<file path="src/rtl/pio_tmr_pkg.sv">
package pio_tmr_pkg;
  typedef enum logic [1:0] {
    ST_IDLE = 2'd0,
    ST_ACT  = 2'd1,
    ST_REC  = 2'd2
  } pio_state_e;
endpackage

</file>
<file path="src/rtl/pio_regs.sv">
module pio_regs #(
  parameter int DATA_W   = 8,
  parameter int ADDR_W   = 2,
  parameter int OFS_TA   = 0,
  parameter int OFS_TB   = 2,
  parameter int OFS_CTL  = 3,
  parameter logic [7:0] CTL_MASK = 8'hCF
) (
  input  logic              clk,
  input  logic              rst_n,
  input  logic              we,
  input  logic [ADDR_W-1:0] addr,
  input  logic [DATA_W-1:0] wdata,
  output logic [DATA_W-1:0] rdata,
  output logic [DATA_W-1:0] timer_a,
  output logic [DATA_W-1:0] timer_b,
  output logic [DATA_W-1:0] ctl
);
  localparam logic [ADDR_W-1:0] A_TA  = ADDR_W'(OFS_TA);
  localparam logic [ADDR_W-1:0] A_TB  = ADDR_W'(OFS_TB);
  localparam logic [ADDR_W-1:0] A_CTL = ADDR_W'(OFS_CTL);
  localparam logic [DATA_W-1:0] MASK  = DATA_W'(CTL_MASK);

  always_ff @(posedge clk or negedge rst_n) begin
    if (!rst_n) begin
      timer_a <= '0;
      timer_b <= '0;
      ctl     <= '0;
    end else if (we) begin
      if (addr == A_TA)  timer_a <= wdata;
      if (addr == A_TB)  timer_b <= wdata;
      if (addr == A_CTL) ctl     <= wdata & MASK;
    end
  end

  always_comb begin
    rdata = '0;
    if (addr == A_TA)  rdata = timer_a;
    if (addr == A_TB)  rdata = timer_b;
    if (addr == A_CTL) rdata = ctl;
  end


  ta_write_chk: assert property (@(posedge clk) disable iff (!rst_n)
    (we && addr == A_TA) |=> (timer_a == $past(wdata)));


  ctl_mask_chk: assert property (@(posedge clk) disable iff (!rst_n)
    (ctl & ~MASK) == '0);
endmodule

</file>
<file path="src/rtl/pio_timer_sel.sv">
module pio_timer_sel #(
  parameter int DATA_W = 8
) (
  input  logic              solo_mode,
  input  logic [1:0]        drive,
  input  logic [DATA_W-1:0] timer_a,
  input  logic [DATA_W-1:0] timer_b,
  output logic [DATA_W-1:0] timer
);
  logic use_b;

  always_comb begin
    use_b = solo_mode ? drive[0] : drive[1];
    timer = use_b ? timer_b : timer_a;
  end
endmodule

</file>
<file path="src/rtl/pio_strobe_fsm.sv">
module pio_strobe_fsm
  import pio_tmr_pkg::*;
#(
  parameter int DATA_W   = 8,
  parameter int ACT_BASE = 17,
  parameter int REC_BASE = 15,
  parameter int REC_MIN  = 2
) (
  input  logic              clk,
  input  logic              rst_n,
  input  logic              valid,
  output logic              ready,
  input  logic [DATA_W-1:0] timer_in,
  input  logic              rd_in,
  output logic              ior_n,
  output logic              iow_n,
  output logic              done
);
  localparam int NIB_W = DATA_W / 2;
  localparam int CNT_W = $clog2(ACT_BASE + 1);
  localparam int REC_CLAMP_AT = REC_BASE - REC_MIN;

  pio_state_e        state;
  logic [CNT_W-1:0]  cnt;
  logic [DATA_W-1:0] lat_timer;
  logic              lat_rd;
  logic [CNT_W-1:0]  act_m1;
  logic [CNT_W-1:0]  rec_m1;
  logic [NIB_W-1:0]  lo_nib;
  logic [NIB_W-1:0]  hi_nib;

  always_comb begin
    lo_nib = timer_in[NIB_W-1:0];
    hi_nib = lat_timer[DATA_W-1:NIB_W];
    act_m1 = CNT_W'(ACT_BASE - 1) - CNT_W'(lo_nib);
    if (32'(hi_nib) > REC_CLAMP_AT)
      rec_m1 = CNT_W'(REC_MIN - 1);
    else
      rec_m1 = CNT_W'(REC_BASE - 1) - CNT_W'(hi_nib);
  end

  always_ff @(posedge clk or negedge rst_n) begin
    if (!rst_n) begin
      state     <= ST_IDLE;
      cnt       <= '0;
      lat_timer <= '0;
      lat_rd    <= 1'b0;
    end else begin
      unique case (state)
        ST_IDLE: if (valid) begin
          state     <= ST_ACT;
          cnt       <= act_m1;
          lat_timer <= timer_in;
          lat_rd    <= rd_in;
        end
        ST_ACT: if (cnt == '0) begin
          state <= ST_REC;
          cnt   <= rec_m1;
        end else begin
          cnt <= cnt - 1'b1;
        end
        ST_REC: if (cnt == '0) begin
          state <= ST_IDLE;
        end else begin
          cnt <= cnt - 1'b1;
        end
        default: state <= ST_IDLE;
      endcase
    end
  end

  always_comb begin
    ready = (state == ST_IDLE);
    done  = (state == ST_REC) && (cnt == '0);
    ior_n = !((state == ST_ACT) && lat_rd);
    iow_n = !((state == ST_ACT) && !lat_rd);
  end


  no_strobe_when_ready_chk: assert property (@(posedge clk) disable iff (!rst_n)
    (!ior_n || !iow_n) |-> !ready);


  strobe_after_take_chk: assert property (@(posedge clk) disable iff (!rst_n)
    (valid && ready) |=> (!ior_n || !iow_n));


  done_then_ready_chk: assert property (@(posedge clk) disable iff (!rst_n)
    done |=> (ready && !done));


  timer_held_chk: assert property (@(posedge clk) disable iff (!rst_n)
    (!ready && !$past(ready)) |-> $stable(lat_timer));


  cnt_range_chk: assert property (@(posedge clk) disable iff (!rst_n)
    32'(cnt) < ACT_BASE);
endmodule

</file>
<file path="src/rtl/pio_strobe_timer.sv">
module pio_strobe_timer #(
  parameter int DATA_W   = 8,
  parameter int ADDR_W   = 2,
  parameter int ACT_BASE = 17,
  parameter int REC_BASE = 15,
  parameter int REC_MIN  = 2
) (
  input  logic              clk,
  input  logic              rst_n,
  input  logic              cfg_we,
  input  logic [ADDR_W-1:0] cfg_addr,
  input  logic [DATA_W-1:0] cfg_wdata,
  output logic [DATA_W-1:0] cfg_rdata,
  input  logic              acc_valid,
  output logic              acc_ready,
  input  logic [1:0]        acc_drive,
  input  logic              acc_rd,
  output logic              ior_n,
  output logic              iow_n,
  output logic              acc_done
);
  logic [DATA_W-1:0] timer_a;
  logic [DATA_W-1:0] timer_b;
  logic [DATA_W-1:0] ctl;
  logic [DATA_W-1:0] sel_timer;

  pio_regs #(.DATA_W(DATA_W), .ADDR_W(ADDR_W)) u_regs (
    .clk(clk), .rst_n(rst_n), .we(cfg_we), .addr(cfg_addr),
    .wdata(cfg_wdata), .rdata(cfg_rdata),
    .timer_a(timer_a), .timer_b(timer_b), .ctl(ctl)
  );

  pio_timer_sel #(.DATA_W(DATA_W)) u_sel (
    .solo_mode(ctl[0]), .drive(acc_drive),
    .timer_a(timer_a), .timer_b(timer_b), .timer(sel_timer)
  );

  pio_strobe_fsm #(
    .DATA_W(DATA_W), .ACT_BASE(ACT_BASE),
    .REC_BASE(REC_BASE), .REC_MIN(REC_MIN)
  ) u_fsm (
    .clk(clk), .rst_n(rst_n), .valid(acc_valid), .ready(acc_ready),
    .timer_in(sel_timer), .rd_in(acc_rd),
    .ior_n(ior_n), .iow_n(iow_n), .done(acc_done)
  );
endmodule

</file>
<file path="config.mk">
export PLATFORM = sky130hd
export DESIGN_NAME = pio_strobe_timer
export DESIGN_NICKNAME = d
export VERILOG_FILES = /design/src/rtl/pio_tmr_pkg.sv /design/src/rtl/pio_regs.sv /design/src/rtl/pio_timer_sel.sv /design/src/rtl/pio_strobe_fsm.sv /design/src/rtl/pio_strobe_timer.sv
export SDC_FILE = /design/constraint.sdc
export NUM_CORES = 1
export LEC_CHECK = 0
export ABC_AREA = 1
export BUFFER_PORTS_ARGS = -buffer_cell sky130_fd_sc_hd__buf_2
export CORE_MARGIN = 3
export CORE_UTILIZATION = 40
export CTS_CLUSTER_DIAMETER = 120
export CTS_CLUSTER_SIZE = 14
export DETAILED_ROUTE_END_ITERATION = 10
export PLACE_DENSITY_LB_ADDON = 0.25
export SLEW_MARGIN = 20
export SYNTH_ARGS = -nofsm -noshare
export SYNTH_HDL_FRONTEND = slang
export SYNTH_SLANG_ARGS = --single-unit
</file>
<file path="constraint.sdc">
create_clock -name clk -period 4.2 [get_ports clk]
set_clock_uncertainty 0.05 [all_clocks]
set_input_delay 0 -clock clk [delete_from_list [all_inputs] [get_ports clk]]
set_output_delay 0 -clock clk [all_outputs]
set_load 0.005 [all_outputs]
</file>
Yosys cells after proc, flatten, opt, wreduce, memory -nomap -nowiden
Cells that the tools add are included.
{ "totals": {"ff_bits": 38, "latchBits": 0, "ramBits": 0, "rom_bits": 0, "inputBits": 17, "out_inout_bits": 12, "elab_cells": 49, "memories": 0} }
{ "op_classes": {"addsub": 3, "n_mul": 0, "n_div": 0, "n_lt_le_gt_ge": 1, "eq_ne": 8, "shift": 0, "muxes": 14, "bitwise_logic": 0, "n_reduce_logical": 16} }
{ "op_table": {"columns": ["op", "count"], "rows": [
  ["2-to-1 mux 8 bit", 4],
  ["2-to-1 mux 5 bit", 4],
  ["one-hot mux 5 bit (3 select lines)", 1],
  ["AND reduction 2 bit", 4],
  ["equality test 2 bit, second input constant", 3],
  ["2-to-1 mux 2 bit", 3],
  ["one-hot mux 2 bit (3 select lines)", 1],
  ["AND reduction 3 bit", 2],
  ["zero test 5 bit", 1],
  ["subtractor 4 x 4 -> 5 bit, first input constant", 1],
  ["subtractor 5 x 1 -> 5 bit, second input constant", 1],
  ["subtractor 5 x 4 -> 5 bit, first input constant", 1],
  ["> comparator 4 bit, second input constant", 1],
  ["zero test 2 bit", 2],
  ["inequality test 2 x 1 -> 1 bit, second input constant", 2],
  ["inequality test 2 bit, second input constant", 2],
  ["logical AND 1 bit", 3],
  ["zero test 1 bit", 3],
  ["nonzero test 3 bit", 1],
  ["equality test 2 x 1 -> 1 bit, second input constant", 1],
  ["2-to-1 mux 1 bit", 1]
]} }

Depth between registers and ports, before layout
Gate-level depths: netlist of run 1.
{ "logic_depth": {"depth_word": 5, "ltp_mapped": 12, "depth_no_buf": 12} }

Cells and area by module
Synthesis of run 1 repeated with hierarchy kept, for this count alone.
{ "hier_totals": {"hier_cells": 301, "area_unflattened_um2": 2244.7} }
{ "by_module_without_submodules": {"columns": ["mod", "instances", "cells_each", "area_per_inst_um2", "seq_area_each_um2"], "rows": [
  ["pio_regs", 1, 137, 1127.3, 550.5],
  ["pio_strobe_fsm", 1, 133, 980.9, 300.3],
  ["pio_timer_sel", 1, 31, 136.4, 0.0]
]} }

Least setup slack after synthesis of run 1
Ideal clock, no wire load.
{ "synth_timing": {"path_type": "flip-flop to flip-flop", "start": "register u_fsm.state[0]", "end": "register u_fsm.cnt[0]", "setup_time_ps": 128, "arrival_time_ps": 1334, "required_ps": 4022, "setup_slack_ps": 2688, "stages_incl_launch_ff": 11, "n_path_buf": 0, "synth_period_minus_slack_ps": 1512, "path_cell_list": "dfrtp_1 > inv_1 > ha_1 > inv_1 > or2_2 > nand2_2 > nor2_4 > inv_2 > a21oi_1 > nand2_1 > o21ai_0"} }
{ "synth_between": {"elab_chain_cells": 3, "elab_cells_between_ends": 8, "cone_classes": "4 x eq/ne; 1 x mux; 3 x reduce/logical"} }
{ "synth_lines": {"columns": ["item", "line_no", "source"], "rows": [
  ["from (decl)", "pio_strobe_fsm.sv:23", "pio_state_e state;"],
  ["from (signal assigned)", "pio_strobe_fsm.sv:44", "state <= ST_IDLE;"],
  ["from (signal assigned)", "pio_strobe_fsm.sv:51", "state <= ST_ACT;"],
  ["from (signal assigned)", "pio_strobe_fsm.sv:57", "state <= ST_REC;"],
  ["zero test 2 bit *", null, null],
  ["via acc_ready", "pio_strobe_timer.sv:15", "output logic acc_ready,"],
  ["inequality test 2 bit (no source line) or nonzero test 3 bit (tied branches)", null, null],
  ["AND reduction 3 bit (no source line)", null, null],
  ["to (signal assigned)", "pio_strobe_fsm.sv:52", "cnt <= act_m1;"],
  ["to (signal assigned)", "pio_strobe_fsm.sv:58", "cnt <= rec_m1;"],
  ["to (signal assigned)", "pio_strobe_fsm.sv:60", "cnt <= cnt - 1'b1;"],
  ["to (decl)", "pio_strobe_fsm.sv:24", "logic [CNT_W-1:0] cnt;"]
]} }
The timed path passes the listed nets; every way through them passes the cells marked *.
A chain may end at the register's enable or synchronous reset.

Worst setup path in the final report of run 1
{ "layout_timing": {"start": "register u_fsm.state[0]", "end": "register u_fsm.lat_rd"} }
{ "layout_between": {"elab_chain_cells": 2} }
{ "layout_lines": {"columns": ["item", "line_no", "source"], "rows": [
  ["zero test 2 bit", "pio_strobe_fsm.sv:49", "unique case (state)"],
  ["AND reduction 2 bit (no source line)", null, null],
  ["to (signal assigned)", "pio_strobe_fsm.sv:54", "lat_rd <= rd_in;"],
  ["to (decl)", "pio_strobe_fsm.sv:26", "logic lat_rd;"]
]} }
No other way between the ends.

==> results of run 1 <==
[flip-flops by register name, summed over array words and instances, names as in the netlist]
| register | flops |
|---|---|
| u_fsm.cnt | 5 |
| u_fsm.lat_rd | 1 |
| u_fsm.lat_timer | 4 |
| u_fsm.state | 2 |
| u_regs.ctl | 6 |
| u_regs.timer_a | 8 |
| u_regs.timer_b | 8 |
[per-layer routing]
layer	track usage (%)	wire length (µm)	vias up
li1	-	-	983
met1	20.32	2187	806
met2	26.23	1951	48
met3	4.128	230	9
met4	6.993	87	0
met5	0	0	-
[worst min-delay path, stage by stage]
cell and delay [ns]:
buf_2 0.08, or2_2 0.12, nand2_2 0.07, nand2_1 0.07, nand2_1 0.05
[repair_timing]
item,CTS,global route
hold buffers,11,0
resized for setup,0,0
hold endpoints to repair,57,0
[area by class of cell]
| type | instances | share of cell area, % |
|---|---|---|
| Timing Repair Buffer | 39 | 9.886 |
| Tap cell | 67 | 3.312 |
| Sequential cell | 34 | 33.61 |
| Inverter | 43 | 6.377 |
| Clock buffer | 5 | 2.719 |
| Clock inverter | 3 | 1.780 |
| Multi-Input combinational cell | 199 | 42.31 |
[layout by cell type (no fill, tap or decap), drive strengths merged, types with 2 or more instances in the layout]
cell type      n
a21oi          9
a22o           2
buf           28
clkbuf         5
clkinvlp       2
dfrtp         34
dlygate4sd3   11
ha             9
inv           43
nand2        100
nand3         15
nand4          2
nor2          14
o21ai         36
o221ai         3
o22ai          5
or2            2
[metrics by stage]
step	setup slack [ns]	hold WS, ns	power (mW)	cells
after floorplan	2.688	-0.3456	0.9984	279
after global placement	2.582	0.07976	1.163	371
after detailed placement	2.572	0.07805	1.166	371
after CTS	2.468	0.07888	1.488	390
after global routing	2.291	0.1064	1.625	390
final	2.466	0.09755	1.478	390
[cells by family after synthesis]
logic type,share of synthesized area (%)
DFF,40.38
and+or+nand+nor,30.17
adders and majority gates,5.345
AOI/OAI and AO/OA,15.32
buffers and inverters,8.788
[final timing paths]
check / start / to / slack, ns / cells past startpoint
max: u_fsm.state[0]$_DFFE_PN0P_ / u_fsm.lat_rd$_DFFE_PN0P_ / 2.47 / 7
min: acc_valid / u_fsm.cnt[4]$_DFFE_PN0P_ / 0.1 / 5
max reg2reg: u_fsm.state[0]$_DFFE_PN0P_ / u_fsm.lat_rd$_DFFE_PN0P_ / 2.47 / 7
min reg2reg: u_regs.timer_a[2]$_DFFE_PN0P_ / u_regs.timer_a[2]$_DFFE_PN0P_ / 0.44 / 2
max in group asynchronous: rst_n / u_regs.timer_a[2]$_DFFE_PN0P_ / 3.35 / 2
min in group asynchronous: rst_n / u_fsm.lat_rd$_DFFE_PN0P_ / 0.26 / 2
[where the power goes]
group	total [mW]	internal, mW	leakage [nW]	switching (mW)
Clock	0.306	0.176	0.0504	0.130
Sequential	0.494	0.418	0.425	0.0762
Combinational	0.677	0.264	0.836	0.413
==> results.md, run 1 <==
* Asr flop ratio synth at 100.0%
* Buffers added on ports at 28
* Overflow left after global routing at 0
* Area Growth Syn to Fin at 20.13%
* CTS Sinks at 34
* Vias in the first global route at 1788
* CTS tree: built
* Path type of the worst min-delay path: input pin to register
* Cell taking the most area after synthesis: dfrtp_1
* Initial antenna violation count at 0
* Final period util at 41.28%
* Cell count after synthesis at 279
* CTS max path bufs at 2
* Minimum clock period at 1.734 ns
* Core ar. at 0.004911 mm²
* Max FO, Critical Path at 9
* Insertion delay to the later sink of the worst-skew pair at 0.29 ns
* Storage cell area at 850.8 µm²
* Post-synth top area share at 40.38%
* Boundary Pins at 29
* Slew Viols, Final at 0
* Crit-path most repeated cell: nand2_1
* Largest net degree at the start of global routing at 35
* Drt first-iter violations at 51
* Layout cell share with drive strength beyond 1 at 21.05%
* Area of the multi-input gates at 0.001071 mm²
* Nets at 348
* Clock transition at path regs at 0.07 ns
* Fmax at 576.7 MHz
* Largest cells by area after synthesis: dfrtp_1 40%, nand2_1 16%, inv_1 6.6%
* Max_slew headroom at 49.24%
* Max VDD drop at 0.0002497 V
* Max-Cap Viols at 0
* Root buf cell: clkbuf_8
* Critical Path AT at 1.91 ns
* P_leak at 1.311 nW
* Placed inst area at 0.002307 mm²
* Post-Syn Nets at 305
* Gp weighted congestion at 0.8673
* GRT Total Usage at 16.18%
* Ys flop type: dfrtp_1
* Routed WL per cell at 11.43 µm
* Netlist cell types at 25
* Die area at 0.006174 mm²
* WL final at 4456 µm
* Fin Setup TNS at 0 ns
* Register area share after synthesis at 40.38%
* Fill cells at 499
* Post-synth top cells: 88 x nand2_1, 37 x inv_1, 34 x dfrtp_1
* Seq cells post-synth at 34
* Mapped cell area at 0.002107 mm²
* Die Y at 78.58 µm
* Starting Density at 42.90%
* H-tree levels at 2
* RSZ-0062 raised after global routing: false
* Final count of negative-setup-slack endpoints at 0
* Vias at 1846
* Critical-path cell list: inv_1 > ha_1 > nand2_1 > inv_1 > nand2_1 > nand2_1 > dlygate4sd3_1
* Setup Crit Path Kind: register to register
* Vias/cell at 4.733
* Hold Fails Final Rpt at 0
* Most frequent cell after synthesis: nand2_1
* HPWL Detailed at 3394 µm
* Worst path slowest cell: dlygate4sd3_1
* Power Density at 583.8 mW/mm²
* Yosys warns at 0
* Row count at 25
* Final Instance Area at 0.002531 mm²
* Total CTS buffers at 5
* Die X at 78.58 µm
* Worst slew pin tran at 0.7614 ns
* DRT Pass-1 Iters at 4
* Buf/Inv on CP at 3
* Critical Path RT at 4.38 ns
* Post-route ant nets at 0
* Syn_area_per_cell at 7.552 µm²
* Critical Path Start Type: register
* Status: completed
* Post-CTS Setup Inserts at 0
* CP delay by family, top: buffers and inverters
* Post-synth EDFFs at 0
* Crit. End Element: register
* Final Core Density at 51.54%
* Inserted Diodes at 0
* First-pass GRT wire length at 7990 µm
* Remaining DRCs at 0
* Slowest stage delay, CP at 0.54 ns
(Power assumes the default switching activity.)
==> inputs of run 2 (changes only) <==
==> constraint.sdc (replaced) <==
create_clock -name clk -period 1.45 [get_ports clk]
set_clock_uncertainty 0.05 [all_clocks]
set_input_delay 0 -clock clk [delete_from_list [all_inputs] [get_ports clk]]
set_output_delay 0 -clock clk [all_outputs]
set_load 0.005 [all_outputs]
==> run 2 against run 1 <==
Against the previous run:
- the flow now finishes with violations (negative setup slack)
- non-clock buffer count increased by 31
- die area unchanged
- sequential share of layout area decreased by 4.2 points
- sequential power increased to 3.0 times the previous value
- setup slack got worse by 2.5 ns
- maximum frequency increased by 14%
- power increased to 3.4 times the previous value
- global-route usage increased by 1.3 points
- final cell count increased by 7.9%
- clock-buffer cell count increased by 1
- hold slack improved by 0.052 ns
- largest power group unchanged
- highest routed layer unchanged
==> results.md, run 2 (synthesis gave the netlist of run 1 again) <==
* Worst slew pin tran at 0.4880 ns
* Routed WL per cell at 12.03 µm
* WHS at 0.1498 ns
* CTS max path bufs at 2
* Min-Delay Endpoint: u_regs.timer_b[6]$_DFFE_PN0P_
* CTS Sinks at 34
* Initial antenna violation count at 0
* Row count at 25
* Inserted Diodes at 0
* Worst Min Path Start: cfg_we
* Hold Fails Final Rpt at 0
* Gp weighted congestion at 0.8364
* GRT Total Usage at 17.46%
* Hold-critical path depth at 3
* P_leak at 1.459 nW
* Status: finished, violations left
* Worst reg2reg setup slack at -0.07 ns
* H-tree levels at 2
* RSZ-0062 raised after global routing: true
* Largest regs: u_regs.timer_a: 8 flops, u_regs.timer_b: 8 flops, u_regs.ctl: 6 flops
* Post-route ant nets at 0
* Reg-to-reg startpoint: u_fsm.state[0]$_DFFE_PN0P_
* Die Y at 78.58 µm
* R2r worst-path depth at 10
* Commonest non-fill, non-tap cell in the layout: nand2_1
* Vias in the first global route at 1999
* Final Worst Setup Slack at -0.06737 ns
* DRT Pass-1 Iters at 5
* Minimum clock period at 1.517 ns
* Max FO, Critical Path at 5
* First-pass GRT wire length at 8783 µm
* Die X at 78.58 µm
* Root buf cell: clkbuf_8
* Power Density at 1753 mW/mm²
* Max-Cap Viols at 0
* Critical Path AT at 1.64 ns
* Largest net degree at the start of global routing at 35
* Fmax at 659.0 MHz
* CTS tree: built
* Overflow left after global routing at 0
* Vias/cell at 4.762
* Core ar. at 0.004911 mm²
* Insertion delay to the later sink of the worst-skew pair at 0.28 ns
* Reg-to-Reg End: u_fsm.cnt[0]$_DFFE_PN0P_
* Remaining DRCs at 0
* Layout cell share with drive strength beyond 1 at 36.72%
* Setup slack at placement at -0.09669 ns
* Most frequent cells in the layout: 82 x nand2_1, 32 x dfrtp_1, 29 x buf_4
* Slew Viols, Final at 0
* Die area at 0.006174 mm²
* HPWL Detailed at 3602 µm
* Critical Path RT at 1.57 ns
* Fill cells at 462
* Nets at 379
* Path type of the worst min-delay path: input pin to register
* Buffers added on ports at 28
* Final period util at 104.6%
* Drt first-iter violations at 68
* Boundary Pins at 29
* Area Growth Syn to Fin at 37.47%
* Crit. End Element: register
* Vias at 2005
* Critical Path Start Type: register
* Failing checks: negative setup slack
* WL final at 5063 µm
* Starting Density at 42.90%
* Setup Crit Path Kind: register to register
* Final count of negative-setup-slack endpoints at 5
* Max_slew headroom at 67.38%
* Max VDD drop at 0.0007753 V
* Clock transition at path regs at 0.07 ns
* Total CTS buffers at 5
[run 2: cell count changes in the layout (fill, tap and decap cells not counted), sizes merged]
cell,before,now
buf,28,59
bufinv,1,0
clkbuf,5,6
clkinv,0,2
clkinvlp,2,0
[run 2: what timing repair did]
action | 4_1_cts | 5_1_grt
gates cloned | 0 | 0
resized for setup | 23 | 29
pin swaps | 15 | 18
hold buffers | 11 | 0
endpoints found under the setup margin | 7 | 13
setup buffers | 4 | 4
endpoints found under the hold margin | 57 | 0
[run 2: layout make-up]
type	instances	area, µm²	area share [%]
multi-input cells	199	1202	41.51
clock inverters	2	13.76	0.4752
inverters	43	173.9	6.004
repair buffers	70	496.7	17.15
well taps	67	83.83	2.894
clock buffers	6	72.57	2.505
flip-flops and latches	34	853.3	29.46
[run 2: metrics by stage]
stage / power, mW / cells / util (%) / cell area, µm² / TNS [ns]
final: 5.077 / 421 / 58.98 / 2897 / -0.2328
after global routing: 5.567 / 421 / 58.98 / 2897 / -0.7834
after CTS: 4.769 / 417 / 56.71 / 2785 / -0.2666
after detailed placement: 3.751 / 394 / 50.60 / 2485 / -0.2676
after global placement: 3.721 / 394 / 50.60 / 2485 / -0.1208
after floorplan: 2.906 / 279 / - / 2112 / 0
[run 2: how the worst max path moves through the flow]
stage                               start  slack [ns]                        to
6_report       u_fsm.state[0]$_DFFE_PN0P_       -0.07  u_fsm.cnt[0]$_DFFE_PN0P_
3_5_place_dp    u_regs.ctl[0]$_DFFE_PN0P_        -0.1  u_fsm.cnt[2]$_DFFE_PN0P_
3_3_place_gp    u_regs.ctl[0]$_DFFE_PN0P_       -0.07  u_fsm.cnt[2]$_DFFE_PN0P_
5_1_grt         u_regs.ctl[0]$_DFFE_PN0P_       -0.16  u_fsm.cnt[2]$_DFFE_PN0P_
4_1_cts        u_fsm.state[0]$_DFFE_PN0P_       -0.07  u_fsm.cnt[0]$_DFFE_PN0P_
2_1_floorplan  u_fsm.state[1]$_DFFE_PN0P_      0.0005  u_fsm.cnt[0]$_DFFE_PN0P_
[run 2: worst max-delay path: stages (launching register included)]
cell	delay [ns]
dfrtp_2	0.45
inv_4	0.09
ha_4	0.14
inv_4	0.04
or2_4	0.24
nand2_4	0.08
nor2_4	0.05
inv_2	0.10
a21oi_2	0.04
nand2_1	0.06
o21ai_1	0.06
[run 2: power breakdown]
part / internal (mW) / total (mW) / switching, mW
sequential: 1.22 / 1.46 / 0.241
clock: 0.338 / 0.686 / 0.347
combinational: 1.40 / 2.93 / 1.53
total: 2.96 / 5.08 / 2.12
[run 2: routing by layer]
layer / global-route usage [%] / vias to the layer above / share of wire [%]
met5: 0 / - / 0
met4: 4.720 / 0 / 1.1
met3: 2.752 / 6 / 3.0
met2: 31.49 / 35 / 50
met1: 21.40 / 915 / 46
li1: - / 1049 / -
==> inputs of run 3 (changes only) <==
--- a/config.mk
+++ b/config.mk
@@ -5,10 +5,10 @@
 export SDC_FILE = /design/constraint.sdc
 export NUM_CORES = 1
 export LEC_CHECK = 0
-export ABC_AREA = 1
 export BUFFER_PORTS_ARGS = -buffer_cell sky130_fd_sc_hd__buf_2
 export CORE_MARGIN = 3
 export CORE_UTILIZATION = 40
+export CTS_BUF_LIST = sky130_fd_sc_hd__clkbuf_16
 export CTS_CLUSTER_DIAMETER = 120
 export CTS_CLUSTER_SIZE = 14
 export DETAILED_ROUTE_END_ITERATION = 10
==> run 3 against run 2 <==
Against the previous run:
- the flow still finishes with violations (negative setup slack)
- sequential power barely moved
- clock-buffer cell count fell by 1
- global-route usage rose by 0.78 points
==> results.md, run 3 <==
* WL final at 5312 µm
* Fmax at 498.1 MHz
* Total CTS buffers at 5
* Nets at 309
* Final period util at 138.4%
* Die X at 78.17 µm
* HPWL Detailed at 3566 µm
* Root buf cell: clkbuf_16
* Clock transition at path regs at 0.06 ns
* RSZ-0062 raised after global routing: true
* Die area at 0.006110 mm²
* Final count of negative-setup-slack endpoints at 11
* Post-synth top area share at 40.84%
* Post-route ant nets at 0
* First-pass GRT wire length at 8811 µm
* Syn_area_per_cell at 10.63 µm²
* Initial antenna violation count at 0
* Crit. End Element: register
* Largest net degree at the start of global routing at 35
* Cell count after synthesis at 196
* Status: finished, violations left
* Power Density at 1907 mW/mm²
* P_leak at 1.412 nW
* Failing checks: negative setup slack
* Insertion delay to the later sink of the worst-skew pair at 0.28 ns
* Setup Crit Path Kind: register to register
* Yosys warns at 0
* Slew Viols, Final at 0
* Row count at 25
* Register area share after synthesis at 40.84%
* Die Y at 78.17 µm
* Post-synth EDFFs at 0
* Post-synth top cells: 34 x dfrtp_1, 29 x mux2_2, 14 x nor2_1
* Cell taking the most area after synthesis: dfrtp_1
* Hold-critical path depth at 3
* Ys flop type: dfrtp_1
* Gp weighted congestion at 0.8439
* Max FO, Critical Path at 5
* Reg-to-Reg End: u_fsm.cnt[2]$_DFFE_PN0P_
* Buf/Inv on CP at 0
* Largest cells by area after synthesis: dfrtp_1 41%, mux2_2 16%, ha_1 5.4%
* CTS Sinks at 34
* Inserted Diodes at 0
* GRT Total Usage at 18.24%
* Area Growth Syn to Fin at 50.99%
* CTS max path bufs at 2
* Buffers added on ports at 28
* Starting Density at 42.69%
* Mapped cell area at 0.002083 mm²
* Minimum clock period at 2.007 ns
* Placed inst area at 0.002575 mm²
* Layout Cells excl Fill at 351
* Reg-to-reg startpoint: u_regs.ctl[0]$_DFFE_PN0P_
* Final Worst Setup Slack at -0.5575 ns
* Most frequent cell after synthesis: dfrtp_1
* Critical Path RT at 1.56 ns
* Critical Path AT at 2.12 ns
* Final Instance Area at 0.003146 mm²
* Slowest stage delay, CP at 0.47 ns
* Overflow left after global routing at 0
* Largest regs: u_regs.timer_a: 8 flops, u_regs.timer_b: 8 flops, u_regs.ctl: 6 flops
* Cells after DPL at 320
* Most frequent cells in the layout: 42 x buf_4, 34 x dfrtp_1, 28 x mux2_2, 28 x buf_2
* Critical-path cell list: mux2i_4 > mux2i_2 > ha_2 > or4b_4 > nand3_2 > o31ai_2
* Worst path slowest cell: or4b_4
* Layout cell share with drive strength beyond 1 at 54.93%
* CP delay by family, top: multiplexers
* CTS tree: built
* Path type of the worst min-delay path: input pin to register
* Worst reg2reg setup slack at -0.56 ns
* Routed WL per cell at 15.13 µm
* Critical Path Start Type: register
* Pwr Total at 5.999 mW
* H-tree levels at 2
* Seq cells post-synth at 34
* Max VDD drop at 0.0009249 V
* Max-Cap Viols at 0
* Vias/cell at 5.140
* Asr flop ratio synth at 100.0%
* R2r worst-path depth at 6
* Worst Min Path Start: acc_valid
* Core ar. at 0.004880 mm²
* Hold Fails Final Rpt at 0
* Worst slew pin tran at 0.4388 ns
* Commonest non-fill, non-tap cell in the layout: buf_4
* Final Core Density at 64.46%
* Drt first-iter violations at 61
* Netlist cell types at 39
* Vias at 1804
* Fin Setup TNS at -2.010 ns
* Max_slew headroom at 70.75%
* DRT Pass-1 Iters at 6
* Remaining DRCs at 0
* Fill cells at 410
* Min-Delay Endpoint: u_fsm.state[0]$_DFFE_PN0P_
* Vias in the first global route at 1896
* Boundary Pins at 29
* Post-Syn Nets at 222
## run 3: cell count changes in the layout (fill, tap and decap cells not counted), sizes merged, moves of 4 or more
cell / before / now
buf: 59 / 79
nand3: 15 / 3
nor3: 1 / 5
o21ai: 36 / 9
mux2i: 0 / 11
a22o: 2 / 7
inv: 43 / 10
o22ai: 5 / 0
mux2: 0 / 29
nand2: 100 / 7
nor3b: 0 / 4
## run 3: area by class of cell
type / instances / area (µm²) / share of cell area [%]
multi-input combinational: 143 / 1368 / 43.48
sequential: 34 / 850.8 / 27.05
timing repair buffer: 89 / 664.4 / 21.12
clock buffer: 5 / 125.1 / 3.978
tap: 67 / 83.83 / 2.665
inverter: 10 / 37.54 / 1.193
clock inverter: 3 / 16.27 / 0.5171
## run 3: timing repair
action	4_1_cts	5_1_grt
pin swaps	10	7
resized for setup	35	25
setup buffers	16	4
endpoints found under the setup margin	13	16
hold endpoints to repair	57	0
hold buffers	10	0
## run 3: layer usage
layer | vias up | part of all wire (%) | GRT usage (%)
met5 | - | 0 | 0
met3 | 6 | 2.3 | 3.096
met4 | 0 | 1.2 | 5.420
li1 | 894 | - | -
met2 | 25 | 52 | 31.16
met1 | 879 | 44 | 23.67
## run 3: report_power, final
group,leakage [nW],switching (mW),total [mW],internal [mW]
Combinational,0.940,1.55,3.48,1.93
Sequential,0.405,0.263,1.49,1.23
Clock,0.0672,0.398,1.02,0.626
## run 3: worst register-to-register path, stage by stage (launching register included)
cell     delay, ns
dfrtp_1       0.40
mux2i_4       0.32
mux2i_2       0.28
ha_2          0.24
or4b_4        0.47
nand3_2       0.08
o31ai_2       0.05
## run 3: worst max-delay path by stage
| stage | startpoint | endpoint | slack [ns] | cells past startpoint |
|---|---|---|---|---|
| floorplan | u_regs.ctl[0]$_DFFE_PN0P_ | u_fsm.cnt[2]$_DFFE_PN0P_ | -0.59 | 7 |
| global placement | u_regs.ctl[0]$_DFFE_PN0P_ | u_fsm.cnt[2]$_DFFE_PN0P_ | -0.50 | 6 |
| detailed placement | u_regs.ctl[0]$_DFFE_PN0P_ | u_fsm.cnt[2]$_DFFE_PN0P_ | -0.57 | 6 |
| CTS | u_regs.ctl[0]$_DFFE_PN0P_ | u_fsm.cnt[2]$_DFFE_PN0P_ | -0.53 | 6 |
| global route | u_regs.ctl[0]$_DFFE_PN0P_ | u_fsm.cnt[2]$_DFFE_PN0P_ | -0.63 | 6 |
| finish | u_regs.ctl[0]$_DFFE_PN0P_ | u_fsm.cnt[2]$_DFFE_PN0P_ | -0.56 | 6 |
## run 3: cell families after synthesis
| logic type | synth area share [%] |
|---|---|
| simple gates | 13.39 |
| compound gates | 13.81 |
| mux | 20.96 |
| flops | 40.84 |
| buf+inv | 3.904 |
| fa+ha+maj | 5.406 |
| xor+xnor | 1.682 |
## run 3: through the flow
stage,hold WS (ns),worst slack [ns]
6_report,0.008586,-0.5575
5_1_grt,0.03232,-0.6284
4_1_cts,0.009552,-0.5327
3_5_place_dp,0.01535,-0.5739
3_3_place_gp,0.008443,-0.4977
2_1_floorplan,-0.3456,-0.5867
